[config.mk]
export PLATFORM = sky130hd
export DESIGN_NAME = slrx_packet_rx
export DESIGN_NICKNAME = d
export VERILOG_FILES = /design/src/rtl/slrx_pkg.sv /design/src/rtl/slrx_hdr_ecc.sv /design/src/rtl/slrx_crc_chain.sv /design/src/rtl/slrx_err_policy.sv /design/src/rtl/slrx_packet_rx.sv
export SDC_FILE = /design/constraint.sdc
export NUM_CORES = 1
export LEC_CHECK = 0
export BUFFER_PORTS_ARGS = -buffer_cell sky130_fd_sc_hd__buf_4
export CAP_MARGIN = 20
export CORE_AREA = 5 5 187 189
export CTS_BUF_LIST = sky130_fd_sc_hd__clkbuf_16
export CTS_CLUSTER_SIZE = 20
export DETAILED_ROUTE_END_ITERATION = 8
export DIE_AREA = 0 0 192 194
export PLACE_DENSITY_LB_ADDON = 0.12
export SYNTH_ARGS = -nofsm -noshare
export SYNTH_HDL_FRONTEND = slang
export SYNTH_SLANG_ARGS = --single-unit
[constraint.sdc]
create_clock -name clk -period 8.8 [get_ports clk]
set_clock_uncertainty 0.05 [all_clocks]
set_input_delay 0.44 -clock clk [delete_from_list [all_inputs] [get_ports clk]]
set_output_delay 0.44 -clock clk [all_outputs]
set_load 0.1 [all_outputs]
[src/rtl/slrx_pkg.sv]
package slrx_pkg;

  localparam int unsigned HDR_BYTES = 4;
  localparam logic [15:0] CRC_SEED  = 16'hFFFF;
  localparam logic [15:0] CRC_POLY  = 16'h8408;

  typedef enum logic {ST_IDLE, ST_BODY} rx_st_e;

  // Code position of header data bit j: j-th integer from 3 upward that is
  // not a power of two.
  function automatic logic [4:0] ecc_pos(input int unsigned j);
    int unsigned seen;
    logic [4:0]  r;
    seen = 0;
    r    = '0;
    for (int unsigned k = 3; k < 32; k++) begin
      if ((k & (k - 1)) != 0) begin
        if (seen == j) r = 5'(k);
        seen++;
      end
    end
    return r;
  endfunction

  // Six check bits over 24 header bits: five Hamming bits plus overall parity.
  function automatic logic [5:0] ecc_gen(input logic [23:0] d);
    logic [5:0] e;
    logic [4:0] p;
    e = '0;
    for (int unsigned j = 0; j < 24; j++) begin
      p = ecc_pos(j);
      for (int unsigned k = 0; k < 5; k++) begin
        if (p[k]) e[k] = e[k] ^ d[j];
      end
    end
    e[5] = (^d) ^ (^e[4:0]);
    return e;
  endfunction

  // One byte of the reflected CRC-16, LSB first.
  function automatic logic [15:0] crc_step(input logic [15:0] c, input logic [7:0] b);
    logic [15:0] x;
    x = c ^ {8'h00, b};
    for (int unsigned i = 0; i < 8; i++) begin
      x = x[0] ? ((x >> 1) ^ CRC_POLY) : (x >> 1);
    end
    return x;
  endfunction

endpackage

[src/rtl/slrx_hdr_ecc.sv]
module slrx_hdr_ecc
  import slrx_pkg::*;
(
  input  logic [23:0] data_i,
  input  logic [5:0]  ecc_i,
  output logic [23:0] data_o,
  output logic        corr_o,
  output logic        fatal_o
);

  logic [5:0] calc;
  logic [4:0] syn;
  logic       odd;
  logic       hit;

  always_comb begin
    calc    = ecc_gen(data_i);
    syn     = calc[4:0] ^ ecc_i[4:0];
    odd     = (^data_i) ^ (^ecc_i);
    data_o  = data_i;
    corr_o  = 1'b0;
    fatal_o = 1'b0;
    hit     = 1'b0;
    if (odd) begin
      if (syn == 5'd0 || $onehot(syn)) begin
        corr_o = 1'b1;                       // error sat in a check bit
      end else begin
        for (int unsigned j = 0; j < 24; j++) begin
          if (ecc_pos(j) == syn) begin
            data_o[j] = ~data_i[j];
            hit       = 1'b1;
          end
        end
        corr_o  = hit;
        fatal_o = !hit;
      end
    end else if (syn != 5'd0) begin
      fatal_o = 1'b1;                        // even count of flips: two bits
    end
  end

endmodule

[src/rtl/slrx_crc_chain.sv]
module slrx_crc_chain
  import slrx_pkg::*;
#(
  parameter int unsigned LANES = 4
) (
  input  logic [15:0]        seed_i,
  input  logic [LANES*8-1:0] data_i,
  input  logic [LANES-1:0]   use_i,
  output logic [15:0]        crc_o
);

  logic [15:0] stage [LANES+1];

  assign stage[0] = seed_i;

  for (genvar i = 0; i < LANES; i++) begin : g_step
    assign stage[i+1] = use_i[i] ? crc_step(stage[i], data_i[8*i +: 8]) : stage[i];
  end

  assign crc_o = stage[LANES];

endmodule

[src/rtl/slrx_err_policy.sv]
module slrx_err_policy (
  input  logic clk,
  input  logic rst_n,
  input  logic ev_fatal,
  input  logic ev_corr,
  input  logic ev_crc,
  input  logic en_fatal,
  input  logic en_corr,
  input  logic en_crc,
  output logic req_o
);

  always_ff @(posedge clk or negedge rst_n) begin
    if (!rst_n) req_o <= 1'b0;
    else        req_o <= (ev_fatal && en_fatal) || (ev_corr && en_corr) || (ev_crc && en_crc);
  end

  // a request needs at least one enable set in the cycle of its event
  a_r11_needs_enable: assert property (@(posedge clk) disable iff (!rst_n)
    (!en_fatal && !en_corr && !en_crc) |=> !req_o);

endmodule

[src/rtl/slrx_packet_rx.sv]
module slrx_packet_rx
  import slrx_pkg::*;
#(
  parameter int unsigned LANES        = 4,
  parameter logic [7:0]  SHORT_DI_MAX = 8'h0F
) (
  input  logic               clk,
  input  logic               rst_n,
  input  logic               rx_valid,
  input  logic [LANES*8-1:0] rx_data,
  input  logic               cfg_rst_on_fatal,
  input  logic               cfg_rst_on_corr,
  input  logic               cfg_rst_on_crc,
  output logic               hdr_valid,
  output logic [7:0]         hdr_di,
  output logic [15:0]        hdr_wc,
  output logic               hdr_long,
  output logic [LANES*8-1:0] pl_data,
  output logic [LANES-1:0]   pl_strb,
  output logic               pl_eop,
  output logic               pl_crc_err,
  output logic               err_ecc_corr,
  output logic               err_ecc_fatal,
  output logic               link_reset_req
);

  localparam int unsigned QW = 19;   // stream position width: 64 Ki + header + CRC

  rx_st_e         st_q;
  logic [QW-1:0]  q_q;               // stream position of lane 0 in the next body cycle
  logic [15:0]    wc_q;
  logic [15:0]    crc_q;
  logic [7:0]     crc_lo_q;

  // named events
  logic           hdr_cyc, body_cyc, start_long, active;
  logic           ev_hdr_ok, ev_corr, ev_fatal, ev_done, ev_crc_bad;
  logic [23:0]    hdr_fix;
  logic [7:0]     dec_di;
  logic [15:0]    dec_wc;
  logic           dec_corr, dec_fatal, dec_long;
  logic [15:0]    wc_eff;
  logic [QW-1:0]  q0, pl_end;
  logic [LANES-1:0] lane_pl, lane_lo, lane_hi;
  logic [7:0]     lo_now, hi_now, lo_byte;
  logic           any_lo;
  logic [15:0]    crc_seed, crc_new;

  assign hdr_cyc  = rx_valid && (st_q == ST_IDLE);
  assign body_cyc = rx_valid && (st_q == ST_BODY);

  slrx_hdr_ecc u_hdr (
    .data_i (rx_data[23:0]),
    .ecc_i  (rx_data[29:24]),
    .data_o (hdr_fix),
    .corr_o (dec_corr),
    .fatal_o(dec_fatal)
  );

  assign dec_di     = hdr_fix[7:0];
  assign dec_wc     = hdr_fix[23:8];
  assign dec_long   = dec_di > SHORT_DI_MAX;
  assign ev_hdr_ok  = hdr_cyc && !dec_fatal;
  assign ev_corr    = hdr_cyc && dec_corr;
  assign ev_fatal   = hdr_cyc && dec_fatal;
  assign start_long = ev_hdr_ok && dec_long;
  assign active     = start_long || body_cyc;

  assign wc_eff = hdr_cyc ? dec_wc : wc_q;
  assign q0     = hdr_cyc ? '0 : q_q;
  assign pl_end = {3'b000, wc_eff} + QW'(HDR_BYTES);

  // per-lane role from its stream position
  for (genvar i = 0; i < LANES; i++) begin : g_lane
    logic [QW-1:0] qi;
    assign qi         = q0 + QW'(i);
    assign lane_pl[i] = active && (qi >= QW'(HDR_BYTES)) && (qi < pl_end);
    assign lane_lo[i] = active && (qi == pl_end);
    assign lane_hi[i] = active && (qi == pl_end + QW'(1));
  end

  always_comb begin
    lo_now = '0;
    hi_now = '0;
    for (int unsigned i = 0; i < LANES; i++) begin
      if (lane_lo[i]) lo_now = lo_now | rx_data[8*i +: 8];
      if (lane_hi[i]) hi_now = hi_now | rx_data[8*i +: 8];
    end
  end

  assign any_lo   = |lane_lo;
  assign ev_done  = |lane_hi;
  assign lo_byte  = any_lo ? lo_now : crc_lo_q;
  assign crc_seed = hdr_cyc ? CRC_SEED : crc_q;

  slrx_crc_chain #(.LANES(LANES)) u_crc (
    .seed_i(crc_seed),
    .data_i(rx_data),
    .use_i (lane_pl),
    .crc_o (crc_new)
  );

  assign ev_crc_bad = ev_done && ({hi_now, lo_byte} != crc_new);

  always_ff @(posedge clk or negedge rst_n) begin
    if (!rst_n) begin
      st_q          <= ST_IDLE;
      q_q           <= '0;
      wc_q          <= '0;
      crc_q         <= CRC_SEED;
      crc_lo_q      <= '0;
      hdr_valid     <= 1'b0;
      hdr_di        <= '0;
      hdr_wc        <= '0;
      hdr_long      <= 1'b0;
      pl_data       <= '0;
      pl_strb       <= '0;
      pl_eop        <= 1'b0;
      pl_crc_err    <= 1'b0;
      err_ecc_corr  <= 1'b0;
      err_ecc_fatal <= 1'b0;
    end else begin
      hdr_valid     <= ev_hdr_ok;
      if (ev_hdr_ok) begin
        hdr_di   <= dec_di;
        hdr_wc   <= dec_wc;
        hdr_long <= dec_long;
      end
      err_ecc_corr  <= ev_corr;
      err_ecc_fatal <= ev_fatal;
      pl_data       <= rx_data;
      pl_strb       <= lane_pl;
      pl_eop        <= ev_done;
      pl_crc_err    <= ev_crc_bad;
      if (active) begin
        crc_q <= crc_new;
        if (any_lo) crc_lo_q <= lo_now;
      end
      if (start_long) begin
        wc_q <= dec_wc;
        q_q  <= QW'(LANES);
        if (!ev_done) st_q <= ST_BODY;
      end else if (body_cyc) begin
        q_q <= q_q + QW'(LANES);
        if (ev_done) st_q <= ST_IDLE;
      end
    end
  end

  slrx_err_policy u_pol (
    .clk     (clk),
    .rst_n   (rst_n),
    .ev_fatal(ev_fatal),
    .ev_corr (ev_corr),
    .ev_crc  (ev_crc_bad),
    .en_fatal(cfg_rst_on_fatal),
    .en_corr (cfg_rst_on_corr),
    .en_crc  (cfg_rst_on_crc),
    .req_o   (link_reset_req)
  );

  // a header result needs a valid input cycle before it
  a_r2_hdr_after_valid: assert property (@(posedge clk) disable iff (!rst_n)
    hdr_valid |-> $past(rx_valid));
  // a repair is only reported with the accepted header
  a_r4_corr_with_hdr: assert property (@(posedge clk) disable iff (!rst_n)
    err_ecc_corr |-> hdr_valid);
  // a dropped header yields neither header nor payload
  a_r5_fatal_drops: assert property (@(posedge clk) disable iff (!rst_n)
    err_ecc_fatal |-> (!hdr_valid && pl_strb == '0 && !pl_eop));
  // CRC status only travels with end of packet
  a_r7_crc_err_at_eop: assert property (@(posedge clk) disable iff (!rst_n)
    pl_crc_err |-> pl_eop);
  // an idle input cycle produces nothing
  a_r9_idle_quiet: assert property (@(posedge clk) disable iff (!rst_n)
    !rx_valid |=> (pl_strb == '0 && !hdr_valid && !pl_eop));
  // a request always has an error event beside it
  a_r10_req_has_cause: assert property (@(posedge clk) disable iff (!rst_n)
    link_reset_req |-> (err_ecc_fatal || err_ecc_corr || pl_crc_err));

endmodule

==> results.py <==
metrics = {
    "logic_synthesis": {
        "yosys-top-cells-count": "xnor2_1 (176), nor2_1 (147), dfrtp_1 (109)",
        "syn_avg_cell_area_um2": 8.55,
        "mappedNetlistArea_um2": 13000,
        "yosys.cell_count.top_type": "xnor2_1",
        "ys_seq_elements": 125,
        "seq_area_frac_synth_pct": 24.3,
        "synth_edf_count": 0,
        "ys_top_cells_by_area": "dfrtp_1 (21%), xnor2_1 (12%), ha_1 (5.9%)",
        "yosysTopAreaCell": "dfrtp_1",
        "synth_top_area_share_pct": 21.0,
        "yosys_warnings": 0,
        "ys_async_sr_fraction_pct": 100,
        "ys.flop_type": "dfrtp_1",
        "synthCells": 1517,
        "ys_types": 96,
    },
    "detailed_routing": {
        "drc": 0,
        "drt-pass1-iter-count": 6,
        "drt_iter0_markers": 1048,
        "vias_per_cell": 5.48,
        "num_vias": 13600,
        "finalWirelength_mm": 53.2,
        "antenna_left": 0,
        "wl_per_cell_um": 21.4,
    },
    "global_routing": {
        "grt_pass1_vias": 13400,
        "grt_start_max_net_pins": 65,
        "overflow": 0,
        "antenna_found_initial": 1,
        "track_usage_pct": 27.8,
        "grt_pass1_wl_mm": 79.1,
    },
    "setup_path": {
        "crit_family": "simple AND/OR/NAND/NOR gates",
        "worstSetupPathType": "in -> reg",
        "crit_fanout": 6,
        "critPathMaxStageDelay_ns": 0.58,
        "end_kind": "register",
        "r2r-start": "st_q",
        "critPathBufInv": 11,
        "ff2ff_path_depth": 31,
        "cp.required_ns": 9.07,
        "crit_path_frequent_cell": "buf_4",
        "arrival_ns": 10.28,
        "regToRegSetupSlack_ns": 0.89,
        "worst_path_max_delay_cell": "or4_4",
        "r2r-end": "u_pol.req_o",
        "critPathLaunchType": "input pin",
    },
    "flow_run": {
        "maxCapViolations": 0,
    },
    "clock_tree": {
        "tritoncts": "built",
        "cts_buffer_depth": 2,
        "clk_latency_ns": 0.46,
        "cts_buffers": 17,
        "cts-root-buf": "clkbuf_16",
        "clock-sinks": 125,
        "htreeDepth": 4,
        "cts.reportedPaths.clkPinSlew_ns": 0.06,
    },
    "final_layout": {
        "num_antenna_cells": 0,
        "nNetsFinal": 2128,
        "fin_util_pct": 59.2,
        "drive_above_1_share_pct": 42.0,
        "syn2layout_area_growth_pct": 51.1,
    },
    "floorplanning": {
        "rows": 67,
        "ioPinCount": 105,
        "die_area_um2": 37200,
        "die_h_um": 194,
        "die_x_um": 192,
        "coreArea_um2": 33100,
        "start_util_pct": 39.2,
    },
    "status": {
        "violations": "negative setup slack",
        "status": "finished with violations",
    },
    "sta": {
        "max_slew_margin_pct": 46.1,
        "final_critical_path_setup_slack_ns": -1.21,
        "maxSlewViolCount": 0,
        "final.setup.tns_ns": -5.40,
        "tightestPinTransition_ns": 0.809,
        "rsz0062_at_grt": "yes",
        "min_period_ns": 10.01,
        "hold_slack_ns": 0.102,
        "hold_viol": 0,
        "fmaxAchievable_mhz": 99.9,
        "fin_crit_sh_pct": 114,
        "setup_viol": 14,
    },
    "placed_design": {
        "port_buffers": 104,
        "place.gp.congestion": 0.990,
        "post-place-ws_ns": -2.16,
        "hpwlAfterDp_mm": 40.7,
    },
    "hold_path": {
        "min_path_type": "in -> reg",
        "holdPathStages": 1,
        "hold_start": "rx_data[13]",
        "min_to": "pl_data[13]",
    },
}
[logic make-up after synthesis]
group | share of synthesized area [%]
compound gates | 17.4
xor+xnor | 23.2
fa+ha+maj | 6.19
buf+inv | 4.30
flops | 24.3
mux | 4.48
other cells | 0.0579
simple gates | 20.1
[cells in the final DEF, fill, tap and decap left out, drive strengths merged, types with 26 or more instances in the layout]
cell   instances
buf          579
xnor2        185
nor2         150
dfrtp        109
nand2         99
xor2          89
a21oi         79
o21ai         72
ha            61
nand3         57
inv           44
mux2i         40
and2          32
nor3          30
nand4         26
[timing repair]
action                                  in CTS  in global routing
hold endpoints to repair                    48                  0
pin swaps                                   42                 90
endpoints found under the setup margin      18                 20
hold buffers                                 1                  0
setup buffers                               53                 48
resized for setup                           85                133
[worst register-to-register path, delay by kind of cell, from the launching register on]
| kind | cells | cell delay [ns] |
|---|---|---|
| flip-flops | 1 | 0.45 |
| AO/OA/AOI/OAI | 6 | 1.09 |
| AND/OR/NAND/NOR | 10 | 2.81 |
| XOR/XNOR | 6 | 1.58 |
| adder cells (fa/ha/maj) | 1 | 0.30 |
| buffers and inverters | 6 | 0.95 |
| multiplexers | 2 | 0.52 |
[worst max path at each step]
stage               slack (ns)  cells after the start   startpoint     endpoint
CTS                      -1.11                     48  rx_data[10]  u_pol.req_o
detailed placement       -2.16                     42   rx_data[1]  u_pol.req_o
global route             -1.59                     49  rx_data[15]  u_pol.req_o
global placement         -2.10                     42   rx_data[1]  u_pol.req_o
finish                   -1.21                     47  rx_data[10]  u_pol.req_o
floorplan                -1.43                     47  rx_data[23]  u_pol.req_o
[final cells by class]
type / count / area, um2
clock buffer: 17 / 425
clock inverter: 15 / 163
fill: 2898 / 13500
inverter: 39 / 161
multi-input combinational: 1264 / 10600
sequential: 125 / 3150
tap: 448 / 561
timing repair buffer: 580 / 4510
[per-layer routing]
metal | track usage, % | vias to the layer above | share of wire, %
met5 | 0 | - | 0
met4 | 10.7 | 0 | 3.9
met3 | 5.46 | 117 | 6.3
met2 | 45.0 | 472 | 47
met1 | 36.6 | 6623 | 42
li1 | - | 6418 | -
[per-stage QoR]
stage,area (um2),instances
finish,19600,2488
global route,19600,2488
CTS,18500,2447
detailed placement,17100,2361
global placement,17100,2361
floorplan,13400,1523
[sequential cells by signal, summed over array words and instances (netlist names), 4 cells and up]
signal / cells
pl_data: 32
q_q: 17
crc_q: 16
hdr_wc: 16
wc_q: 16
crc_lo_q: 8
hdr_di: 8
pl_strb: 4
Power is left out: the tool's default activity adds up to more than one toggle a clock period on the data nets, which glitch-free logic cannot reach.
